File: src/rtl/call_stack_pkg.sv
package call_stack_pkg;

  typedef enum logic [2:0] {
    OP_IDLE,
    OP_CALL,
    OP_RET,
    OP_PUSH,
    OP_POP
  } stk_op_e;

  typedef enum logic [1:0] {
    SH_HOLD,
    SH_DOWN,
    SH_UP
  } shift_e;

endpackage

File: src/rtl/cs_op_arbiter.sv
module cs_op_arbiter
  import call_stack_pkg::*;
(
  input  logic    call_i,
  input  logic    ret_i,
  input  logic    push_i,
  input  logic    pop_i,
  output stk_op_e op_o
);

  // fixed priority: call > ret > push > pop
  always_comb begin
    if (call_i)      op_o = OP_CALL;
    else if (ret_i)  op_o = OP_RET;
    else if (push_i) op_o = OP_PUSH;
    else if (pop_i)  op_o = OP_POP;
    else             op_o = OP_IDLE;
  end

endmodule

File: src/rtl/cs_flow_unit.sv
module cs_flow_unit
  import call_stack_pkg::*;
#(
  parameter int unsigned WORD_W = 32,
  parameter int unsigned PC_W   = 20
) (
  input  stk_op_e             op_i,
  input  logic [WORD_W-1:0]   push_data_i,
  input  logic [PC_W-1:0]     pc_i,
  input  logic                c_i,
  input  logic                z_i,
  input  logic [PC_W-1:0]     target_i,
  input  logic                rel_i,
  input  logic [PC_W-1:0]     tos_pc_i,
  input  logic                tos_c_i,
  input  logic                tos_z_i,
  output shift_e              shift_o,
  output logic [WORD_W-1:0]   wr_word_o,
  output logic [PC_W-1:0]     pc_next_o,
  output logic                pc_load_o,
  output logic                c_o,
  output logic                z_o,
  output logic                flag_load_o
);

  localparam int unsigned PAD_W = WORD_W - PC_W - 2;

  logic [PC_W-1:0] pc_inc;
  logic [PC_W-1:0] call_tgt;

  assign pc_inc   = pc_i + PC_W'(1);
  assign call_tgt = rel_i ? (pc_i + target_i) : target_i;

  always_comb begin
    shift_o     = SH_HOLD;
    wr_word_o   = push_data_i;
    pc_next_o   = pc_inc;
    pc_load_o   = 1'b0;
    flag_load_o = 1'b0;
    unique case (op_i)
      OP_CALL: begin
        shift_o   = SH_DOWN;
        wr_word_o = {c_i, z_i, {PAD_W{1'b0}}, pc_inc};
        pc_next_o = call_tgt;
        pc_load_o = 1'b1;
      end
      OP_RET: begin
        shift_o     = SH_UP;
        pc_next_o   = tos_pc_i;
        pc_load_o   = 1'b1;
        flag_load_o = 1'b1;
      end
      OP_PUSH: shift_o = SH_DOWN;
      OP_POP:  shift_o = SH_UP;
      default: ;
    endcase
  end

  assign c_o = tos_c_i;
  assign z_o = tos_z_i;

endmodule

File: src/rtl/cs_shift_stack.sv
module cs_shift_stack
  import call_stack_pkg::*;
#(
  parameter int unsigned WORD_W = 32,
  parameter int unsigned DEPTH  = 8
) (
  input  logic              clk_i,
  input  logic              rst_ni,
  input  shift_e            shift_i,
  input  logic [WORD_W-1:0] wr_word_i,
  output logic [WORD_W-1:0] tos_o
);

  logic [DEPTH-1:0][WORD_W-1:0] ent_q, ent_d;

  for (genvar i = 0; i < DEPTH; i++) begin : g_ent
    logic [WORD_W-1:0] down_v, up_v;
    if (i == 0) begin : g_top
      assign down_v = wr_word_i;
    end else begin : g_mid
      assign down_v = ent_q[i-1];
    end
    if (i == DEPTH - 1) begin : g_bot
      assign up_v = ent_q[i];  // bottom copies upward, keeps value
    end else begin : g_up
      assign up_v = ent_q[i+1];
    end
    assign ent_d[i] = (shift_i == SH_DOWN) ? down_v :
                      (shift_i == SH_UP)   ? up_v   : ent_q[i];
  end

  always_ff @(posedge clk_i or negedge rst_ni) begin
    if (!rst_ni) ent_q <= '0;
    else         ent_q <= ent_d;
  end

  assign tos_o = ent_q[0];

endmodule

File: src/rtl/call_stack_top.sv
module call_stack_top
  import call_stack_pkg::*;
#(
  parameter int unsigned WORD_W = 32,
  parameter int unsigned PC_W   = 20,
  parameter int unsigned DEPTH  = 8
) (
  input  logic              clk_i,
  input  logic              rst_ni,
  input  logic              push_i,
  input  logic              pop_i,
  input  logic              call_i,
  input  logic              ret_i,
  input  logic [WORD_W-1:0] push_data_i,
  input  logic [PC_W-1:0]   pc_i,
  input  logic              c_i,
  input  logic              z_i,
  input  logic [PC_W-1:0]   target_i,
  input  logic              rel_i,
  output logic [WORD_W-1:0] tos_o,
  output logic [PC_W-1:0]   pc_next_o,
  output logic              pc_load_o,
  output logic              c_o,
  output logic              z_o,
  output logic              flag_load_o
);

  localparam int unsigned C_BIT = WORD_W - 1;
  localparam int unsigned Z_BIT = WORD_W - 2;

  stk_op_e           op;
  shift_e            shift;
  logic [WORD_W-1:0] wr_word;
  logic [WORD_W-1:0] tos;

  cs_op_arbiter u_arb (
    .call_i (call_i),
    .ret_i  (ret_i),
    .push_i (push_i),
    .pop_i  (pop_i),
    .op_o   (op)
  );

  cs_flow_unit #(
    .WORD_W (WORD_W),
    .PC_W   (PC_W)
  ) u_flow (
    .op_i        (op),
    .push_data_i (push_data_i),
    .pc_i        (pc_i),
    .c_i         (c_i),
    .z_i         (z_i),
    .target_i    (target_i),
    .rel_i       (rel_i),
    .tos_pc_i    (tos[PC_W-1:0]),
    .tos_c_i     (tos[C_BIT]),
    .tos_z_i     (tos[Z_BIT]),
    .shift_o     (shift),
    .wr_word_o   (wr_word),
    .pc_next_o   (pc_next_o),
    .pc_load_o   (pc_load_o),
    .c_o         (c_o),
    .z_o         (z_o),
    .flag_load_o (flag_load_o)
  );

  cs_shift_stack #(
    .WORD_W (WORD_W),
    .DEPTH  (DEPTH)
  ) u_stack (
    .clk_i     (clk_i),
    .rst_ni    (rst_ni),
    .shift_i   (shift),
    .wr_word_i (wr_word),
    .tos_o     (tos)
  );

  assign tos_o = tos;

endmodule

File: config.mk
export PLATFORM = sky130hd
export DESIGN_NAME = call_stack_top
export DESIGN_NICKNAME = d
export VERILOG_FILES = /design/src/rtl/call_stack_pkg.sv /design/src/rtl/cs_op_arbiter.sv /design/src/rtl/cs_flow_unit.sv /design/src/rtl/cs_shift_stack.sv /design/src/rtl/call_stack_top.sv
export SDC_FILE = /design/constraint.sdc
export NUM_CORES = 1
export LEC_CHECK = 0
export BUFFER_PORTS_ARGS = -buffer_cell sky130_fd_sc_hd__buf_2
export CORE_MARGIN = 3
export CORE_UTILIZATION = 45
export CTS_CLUSTER_DIAMETER = 60
export DETAILED_ROUTE_END_ITERATION = 6
export SYNTH_ARGS = -nofsm -noshare
export SYNTH_HDL_FRONTEND = slang
export SYNTH_SLANG_ARGS = --single-unit
File: constraint.sdc
create_clock -name clk_i -period 3.42 [get_ports clk_i]
set_clock_uncertainty 0.1 [all_clocks]
set_input_delay 0.171 -clock clk_i [delete_from_list [all_inputs] [get_ports clk_i]]
set_output_delay 0.171 -clock clk_i [all_outputs]
set_load 0.02 [all_outputs]
==> reports/metrics.yaml, run 1 <==
drc: 0
antenna_found_initial: 0
power_leakage_nw: 7.43
grtUsageMet3: 0.0222
root_buffer: "clkbuf_16"
grt_overflow: 0
dp_hpwl_um: 20100
cts-htree-levels: 1
drive_above_1_share: 0.163
tightestPinTransition_ns: 1.03
hold_viol: 0
relSlewSlack: 0.310
rsz0062_at_grt: "false"
clk_path_buf_depth: 3
critical_path_class: "input pin to output port"
instances_no_fill: 1897
synth_edf_count: 0
die-area_mm2: 0.0321
drt-total-wl_um: 30500
die_x_um: 179
yosysWarnings: 0
ios: 137
nets: 1594
r2r-start: "u_stack.g_ent[0].up_v[18]$_DFFE_PN0P_"
period_minus_slack_ns: 3.05
area_growth_pct: 16.8
syn_nets: 1478
worstSetupEndpointType: "output port"
yosysSeqAreaShare: 0.475
slew_viol_final: 0
hold_class: "input pin to flip-flop"
timing.final.crit_share: 0.891
tritoncts: "built"
grt.busiest_layer: "met1"
utilization: 0.540
clkTransAtPathRegs_ns: 0.06
mostFrequentLayoutCells: "256 x dfrtp_1, 233 x nand2_1, 232 x o21ai_0, 221 x mux2i_1, 135 x buf_2"
antenna_cells: 0
maxCapViolations: 0
hp-start: "push_data_i[8]"
worstPathRequired_ns: 3.15
synth_ff_type: "dfrtp_1"
vias_per_cell: 5.32
fmax_mhz: 328
cts_sinks: 256
place_inst: 1813
drtAntennaViolNets: 0
clock_latency_ns: 0.53
cts_made_buffers: 28
initial_core_util: 0.463
grtUsageMet2: 0.277
grt_pass1_vias: 9548
arrival_ns: 2.78
ys_ff_latch: 256
synth_area_mm2: 0.0135
vias: 10100
coreArea_mm2: 0.0292
postSynth.asyncResetShare: 1.00
grt_max_degree: 261
dr.pass1.iters: 5
ir_drop_mv: 0.446
hold_path_depth: 4
min_delay_worst_endpoint: "u_stack.tos_o[8]$_DFFE_PN0P_"
rows: 62
tns_ns: 0
port_buffers: 136
cp_max_fo: 8
use_met1: 0.291
status: "finished, final reports clean"
rr_worst_depth: 2
gp_congestion: 0.886
grt_pass1_wl_um: 50200
setup_violations: 0
routedWlPerCell_um: 16.1
drtIter0Drc: 682
total_power_mw: 10.5
synthCells: 1375
yosysUniqueCellTypes: 66
layout_commonest_cell: "dfrtp_1"
reg2reg_to: "u_stack.tos_o[18]$_DFFE_PN0P_"
start_kind: "input pin"
grt_usage: 0.188
post_cts_resized: 0
powerDensity_mw_per_mm2: 667
die_h_um: 179
rrSetupSlack_ns: 2.38
syn_area_per_cell_um2: 9.82
stage by stage:
stage	hold WS, ns	setup slack [ns]	cell area, µm²
global route	0.0507	0.189	15800
detailed placement	0.165	0.378	14500
floorplan	-0.225	0.668	13500
finish	0.0361	0.371	15800
CTS	0.00442	0.370	15800
global placement	0.168	0.407	14500
kinds of logic (layout without fill, tap and decap cells):
logic type	Yosys count	after routing	synth area share
DFF	256	256	0.475
adders and majority gates	22	22	0.0210
xor gates and xnor gates	32	32	0.0208
AOI/OAI and AO/OA	361	361	0.153
buffers and inverters	121	259	0.0360
and+or+nand+nor	328	328	0.102
muxes	255	255	0.192
per-layer routing:
layer,up-vias,wire (µm),part of all wire
li1,5095,-,-
met1,4730,15500,0.51
met2,217,12800,0.42
met3,41,1600,0.053
met4,0,626,0.021
met5,-,0,0
power by group:
group | internal (mW) | total [mW] | switching [mW] | leakage (nW)
registers | 4.08 | 4.95 | 0.865 | 3.45
logic | 1.13 | 2.49 | 1.36 | 3.52
clock network | 1.89 | 3.07 | 1.18 | 0.461
total | 7.10 | 10.5 | 3.41 | 7.43
worst max-delay path by stage:
stage,depth (start not counted),start,slack (ns),to
floorplan,9,pc_i[0],0.67,pc_next_o[16]
global placement,11,pc_i[0],0.41,pc_next_o[18]
detailed placement,11,pc_i[0],0.38,pc_next_o[16]
CTS,11,pc_i[0],0.37,pc_next_o[16]
global route,11,pc_i[0],0.19,pc_next_o[16]
finish,11,pc_i[0],0.37,pc_next_o[16]
sequential cells by signal (all words and copies together), names as in the netlist:
signal	count
u_stack.tos_o	32
u_stack.g_ent.up_v	224
critical path: stages:
cell and delay (ns):
buf_2 0.15, ha_1 0.25, fa_1 0.41, a21o_1 0.23, a221oi_2 0.33, a21oi_2 0.14
a211o_2 0.36, a311oi_2 0.29, xor2_1 0.10, a21oi_1 0.16, buf_2 0.18
area by class of cell:
| class | instances | area, µm² |
|---|---|---|
| tap | 384 | 480 |
| clock inverter | 10 | 133 |
| inverter | 22 | 82.6 |
| clock buffer | 42 | 825 |
| sequential | 256 | 6410 |
| multi-input combinational | 998 | 6620 |
| timing repair buffer | 185 | 1210 |
| fill | 2645 | 13400 |
Yosys cell counts, types with 4 or more instances:
library cell  count  area, µm²
a211oi_1         12       90.1
a21o_1            9       67.6
a21oi_1          45        225
a22oi_1          12       90.1
a2bb2oi_1         5       43.8
and3_1            9       56.3
and4_1            4       35.0
buf_1            19       71.3
clkbuf_1         71        267
dfrtp_1         256       6410
ha_1             21        263
inv_1            21       78.8
mux2_2           34        383
mux2i_1         221       2210
nand2_1         233        875
nand3_1           7       35.0
nand4_1           8       50.1
nor2_1           41        154
nor2b_1           4       25.0
o211ai_1         10       75.1
o21a_1            5       37.5
o21ai_0         232       1160
xnor2_1          20        175
xor2_1           12        105
repair_timing:
item                      CTS  global route
hold buffers               32             0
hold endpoints to repair  120             0
setup buffers               0             0
Note: power is estimated with default switching activity, not from simulation.
==> run 2, diff against run 1 <==
Settings changed: CTS_BUF_LIST from default to sky130_fd_sc_hd__clkbuf_8, CTS_CLUSTER_DIAMETER 60 to 120.
==> run 2 against run 1 <==
- final area barely moved
- highest routed layer unchanged
- largest power group unchanged
- via count is 1.6% higher
- non-clock buffer count increased by 4
- critical endpoint unchanged
- wire length up 1.5%
- flip-flop and latch count did not move
- hold slack better by 0.014 ns
- register-to-register slack hardly changed
- fmax fell by 0.59%
==> reports/metrics.yaml, run 2 (synthesis results as in run 1) <==
slew_viol_final: 0  # unchanged
drtAntennaViolNets: 0  # unchanged
clk_path_buf_depth: 3  # unchanged
hold_viol: 0  # unchanged
cts-htree-levels: 2  # +1
initial_core_util: 0.463  # unchanged
cp_max_fo: 8  # unchanged
fin_area_mm2: 0.0157  # about the same
die_x_um: 179  # unchanged
hold_path_depth: 4  # unchanged
die-area_mm2: 0.0321  # unchanged
drt-total-wl_um: 31000  # +1.5%
startpoint: "pc_i[0]"
power_leakage_nw: 7.52  # +1.1%
die_h_um: 179  # unchanged
rows: 62  # unchanged
grt_overflow: 0  # unchanged
antenna_found_initial: 0  # unchanged
powerDensity_mw_per_mm2: 652  # -2.3%
tritoncts: "built"
drtIter0Drc: 501  # -27%
clkTransAtPathRegs_ns: 0.05  # about the same
grt_usage: 0.191  # +0.00317
period_minus_slack_ns: 3.07  # +0.0180 ns
worstSetupEndpointType: "output port"
gp_congestion: 0.886  # unchanged
setup_violations: 0  # unchanged
drc: 0  # unchanged
rrSetupSlack_ns: 2.37  # about the same
rr_worst_depth: 2  # unchanged
grt_pass1_vias: 9765  # +2.3%
cts_sinks: 256  # unchanged
fin_hold_ws_ns: 0.0504  # +0.0143 ns
start_kind: "input pin"
maxCapViolations: 0  # unchanged
grt_pass1_wl_um: 50800  # +1.1%
nets: 1616  # +1.4%
tightestPinTransition_ns: 1.03  # +0.000585 ns
coreArea_mm2: 0.0292  # unchanged
layout_commonest_cell: "dfrtp_1"
mostFrequentLayoutCells: "256 x dfrtp_1, 233 x nand2_1, 232 x o21ai_0, 221 x mux2i_1, 135 x buf_2"
dr.pass1.iters: 4  # -1
total_power_mw: 10.3  # -2.4%
fmax_mhz: 326  # -0.59%
r2r-start: "u_stack.g_ent[0].up_v[18]$_DFFE_PN0P_"
root_buffer: "clkbuf_8"
crit_end: "pc_next_o[16]"
vias: 10200  # +1.6%
port_buffers: 136  # unchanged
clock_latency_ns: 0.57  # +0.04 ns
routedWlPerCell_um: 16.1  # -0.18%
arrival_ns: 2.80  # +0.02 ns
cts_made_buffers: 46  # +64%
post_cts_resized: 0  # unchanged
hold_class: "input pin to flip-flop"
rsz0062_at_grt: "false"
ir_drop_mv: 0.451  # +1.0%
setup_ws_ns: 0.353  # -0.0180 ns
timing.final.crit_share: 0.897  # +0.00525
ios: 137  # unchanged
pre_cts_ws_ns: 0.378  # unchanged
area_growth_pct: 16.7  # about the same
placed_cell_area_mm2: 0.0145  # unchanged
largest_reg_flops: 224  # unchanged
critical_path_class: "input pin to output port"
tns_ns: 0  # unchanged
drive_above_1_share: 0.173  # +0.0103
worstPathRequired_ns: 3.15  # about the same
grt_max_degree: 261  # unchanged
relSlewSlack: 0.309  # -0.000391
antenna_cells: 0  # unchanged
vias_per_cell: 5.32  # about the same
cts_setup_buffers: 0  # unchanged
reg2reg_to: "u_stack.tos_o[18]$_DFFE_PN0P_"
dp_hpwl_um: 20100  # unchanged
status: "finished, final reports clean"
==> run 2: cell types whose count changed in the layout (fill, tap and decap cells not counted) <==
cell           previous run  this run
clkinv_2                  4         7
inv_8                     0         2
clkbuf_1                  8         0
inv_1                    21        35
dlygate4sd3_1            32        36
clkbuf_16                29         0
clkbuf_8                  5        53
bufinv_16                 3         2
inv_6                     0         1
clkinvlp_4                3         0
==> run 2: area by class of cell <==
class,count,area (µm²)
Clock buffer,53,729
Clock inverter,26,179
Fill cell,2674,13400
Inverter,22,82.6
Multi-Input combinational cell,998,6620
Sequential cell,256,6410
Tap cell,384,480
Timing Repair Buffer,189,1250
==> run 2: critical path, cell delays in order <==
cell and delay [ns]:
buf_2 0.15, ha_1 0.26, fa_1 0.42, a21o_1 0.23
a221oi_2 0.33, a21oi_2 0.14, a211o_2 0.36, a311oi_2 0.29
xor2_1 0.10, a21oi_1 0.16, buf_2 0.18
==> run 2: metrics by stage <==
stage                util  instances
global route        0.540       1928
finish              0.540       1928
global placement    0.496       1813
CTS                 0.540       1928
floorplan               -       1375
detailed placement  0.496       1813
==> run 2: timing repair <==
action | 4_1_cts | 5_1_grt
hold buffers | 36 | 0
setup endpoints to repair | 0 | 0
endpoints found under the hold margin | 124 | 0
==> run 2: worst min path at each step <==
stage / startpoint / to / slack (ns)
finish: pc_i[19] / u_stack.tos_o[19]$_DFFE_PN0P_ / 0.05
global route: pc_i[17] / u_stack.tos_o[17]$_DFFE_PN0P_ / 0.07
CTS: pc_i[19] / u_stack.tos_o[19]$_DFFE_PN0P_ / 0.02
detailed placement: rst_ni / u_stack.g_ent[4].up_v[18]$_DFFE_PN0P_ / 0.17
global placement: rst_ni / u_stack.g_ent[4].up_v[18]$_DFFE_PN0P_ / 0.17
floorplan: rst_ni / u_stack.g_ent[0].up_v[0]$_DFFE_PN0P_ / -0.22
==> run 2: power breakdown <==
| group | total (mW) | switching [mW] | internal [mW] |
|---|---|---|---|
| registers | 4.95 | 0.867 | 4.09 |
| logic | 2.50 | 1.36 | 1.13 |
| clock network | 2.81 | 1.24 | 1.57 |
==> run 2: routing by layer <==
metal | track usage | wire length (µm)
met5 | 0 | 0
met4 | 0.0528 | 695
met3 | 0.0330 | 1750
met2 | 0.280 | 13000
met1 | 0.290 | 15500
==> run 3, diff against run 2 <==
Settings changed: CORE_MARGIN 3 to default, CTS_BUF_LIST sky130_fd_sc_hd__clkbuf_8 to sky130_fd_sc_hd__clkbuf_16.
==> run 3 against run 2 <==
- the flow now finishes with violations (DRC)
- flip-flop and latch count stayed put
- critical path depth stayed put
- combinational power hardly changed
- register-to-register slack better by 0.05 ns
- critical endpoint is now pc_next_o[18]
- wire length is 1.2% higher
==> reports/metrics.yaml, run 3 (synthesis results as in run 1) <==
drive_above_1_share: 0.157  # -0.0159
root_buffer: "clkbuf_16"
clkTransAtPathRegs_ns: 0.06  # about the same
layout_commonest_cell: "dfrtp_1"
relSlewSlack: 0.196  # -0.113
place_inst: 1821  # +0.44%
drtIter0Drc: 780  # +56%
post_cts_resized: 0  # unchanged
area_growth_pct: 15.5
hold_path_depth: 5  # +1
mostFrequentLayoutCells: "256 x dfrtp_1, 233 x nand2_1, 232 x o21ai_0, 221 x mux2i_1, 135 x buf_2"
cts_made_buffers: 28  # -39%
p_int_mw: 6.68  # -1.6%
tightestPinTransition_ns: 1.20  # +0.169 ns
gp_congestion: 0.959  # +8.1%
grt_pass1_vias: 9682  # -0.85%
power.share.switching: 0.336  # -0.00215
clock_latency_ns: 0.54  # -0.03 ns
seqCellArea_mm2: 0.00641  # unchanged
tritoncts: "built"
p_switching_mw: 3.39  # -2.5%
instances_no_fill: 1899  # -1.5%
largest_reg_flops: 224  # unchanged
power_leakage_nw: 7.39  # -1.7%
p_comb_frac: 0.249  # +0.006
period_minus_slack_ns: 3.11  # +0.0400 ns
powerDensity_mw_per_mm2: 646  # -0.86%
ios: 137  # unchanged
start_kind: "input pin"
timing.final.crit_share: 0.908  # +0.0117
worstSetupEndpointType: "output port"
drtAntennaViolNets: 0  # unchanged
initial_core_util: 0.457  # -0.00613
utilization: 0.527  # -0.0126
antenna_found_initial: 0  # unchanged
clk_path_buf_depth: 3  # unchanged
slowest_stage: "fa_1"
drc: 2  # +2
nets: 1596  # -1.2%
hold_class: "input pin to flip-flop"
grt_overflow: 0  # unchanged
grt_max_degree: 208  # -20%
routedWlPerCell_um: 16.5  # +2.8%
grt_usage: 0.208  # +0.0169
fmax_mhz: 322  # -1.3%
fin_area_mm2: 0.0156  # -1.0%
hold_viol: 0  # unchanged
dr.pass1.iters: 7  # +3
ir_drop_mv: 0.365  # -19%
dp_hpwl_um: 21000  # +4.4%
fillerInstances: 2728  # +2.0%
drt-total-wl_um: 31300  # +1.2%
maxCapViolations: 0  # unchanged
critical_path_class: "input pin to output port"
max_stage_delay_ns: 0.41  # about the same
clock_power_share: 0.261  # -0.013
rr_worst_depth: 2  # unchanged
rsz0062_at_grt: "false"
vias_per_cell: 5.40  # +1.5%
power_frac_seq: 0.490  # +0.007
port_buffers: 136  # unchanged
multi_input_area_mm2: 0.00662  # unchanged
setup_violations: 0  # unchanged
cts-htree-levels: 1  # -1
slew_viol_final: 0  # unchanged
die-area_mm2: 0.0307  # -4.4%
cts_sinks: 256  # unchanged
vias: 10300  # +0.020%
pre_cts_ws_ns: 0.352  # -0.0263 ns
placed_cell_area_mm2: 0.0145  # about the same
die_h_um: 175  # -2.2%
coreArea_mm2: 0.0296  # +1.3%
setup_ws_ns: 0.313  # -0.0400 ns
violations: "DRC"
status: "complete, but fails checks"
grt_pass1_wl_um: 52100  # +2.7%
rows: 63  # +1.6%
worstPathRequired_ns: 3.15  # about the same
cp_cell_sequence: "buf_2 > ha_1 > fa_1 > a21o_1 > a221oi_2 > a21oi_2 > a211o_2 > a21oi_2 > o21ai_1 > a211o_1 > buf_2"
tns_ns: 0  # unchanged
arrival_ns: 2.84  # +0.04 ns
antenna_cells: 0  # unchanged
cp_max_fo: 8  # unchanged
die_x_um: 175  # -2.2%
-- run 3: per-stage QoR --
step	total power, mW	hold WS, ns
4_1_cts	10.2	0.00709
5_1_grt	10.8	0.0529
6_report	10.1	0.00534
3_3_place_gp	7.35	0.154
3_5_place_dp	7.48	0.155
2_1_floorplan	6.61	-0.225
-- run 3: layer usage --
layer / part of all wire / wire length, µm / global-route usage
met1: 0.51 / 15900 / 0.324
met5: 0 / 0 / 0
met2: 0.42 / 13000 / 0.298
met4: 0.022 / 688 / 0.0551
met3: 0.056 / 1770 / 0.0287
-- run 3: critical path: cells and delay by family --
family,cells,cell delay (ns)
buf+inv,2,0.31
compound gates,7,1.68
fa+ha+maj,2,0.66
-- run 3: power groups by stage --
| stage | registers (mW) | clock network [mW] | logic, mW |
|---|---|---|---|
| after floorplan | 4.82 | 0 | 1.78 |
| after global placement | 4.94 | 0 | 2.41 |
| after detailed placement | 4.98 | 0 | 2.50 |
| after CTS | 4.93 | 2.73 | 2.54 |
| after global routing | 5.10 | 2.85 | 2.85 |
| final | 4.93 | 2.63 | 2.51 |
-- run 3: timing repair --
| item | CTS | global route |
|---|---|---|
| setup buffers | 0 | 0 |
| hold endpoints to repair | 124 | 0 |
| hold buffers | 32 | 0 |
-- run 3: final cells by class --
class,instances,area share
inverters,22,0.00530
well taps,390,0.0313
clock inverters,18,0.00570
multi-input cells,998,0.425
repair buffers,187,0.0772
flip-flops and latches,256,0.411
clock buffers,28,0.0450
-- run 3: worst paths after layout --
kind	from	end	slack [ns]
worst max-delay path	pc_i[0]	pc_next_o[18]	0.31
worst min-delay path	push_data_i[30]	u_stack.tos_o[30]$_DFFE_PN0P_	0.005
worst max register to register	u_stack.g_ent[0].up_v[18]$_DFFE_PN0P_	u_stack.tos_o[18]$_DFFE_PN0P_	2.42
worst min register to register	u_stack.g_ent[6].up_v[14]$_DFFE_PN0P_	u_stack.g_ent[6].up_v[14]$_DFFE_PN0P_	0.40
max in group asynchronous	rst_ni	u_stack.g_ent[5].up_v[23]$_DFFE_PN0P_	2.07
min in group asynchronous	rst_ni	u_stack.g_ent[3].up_v[1]$_DFFE_PN0P_	0.12
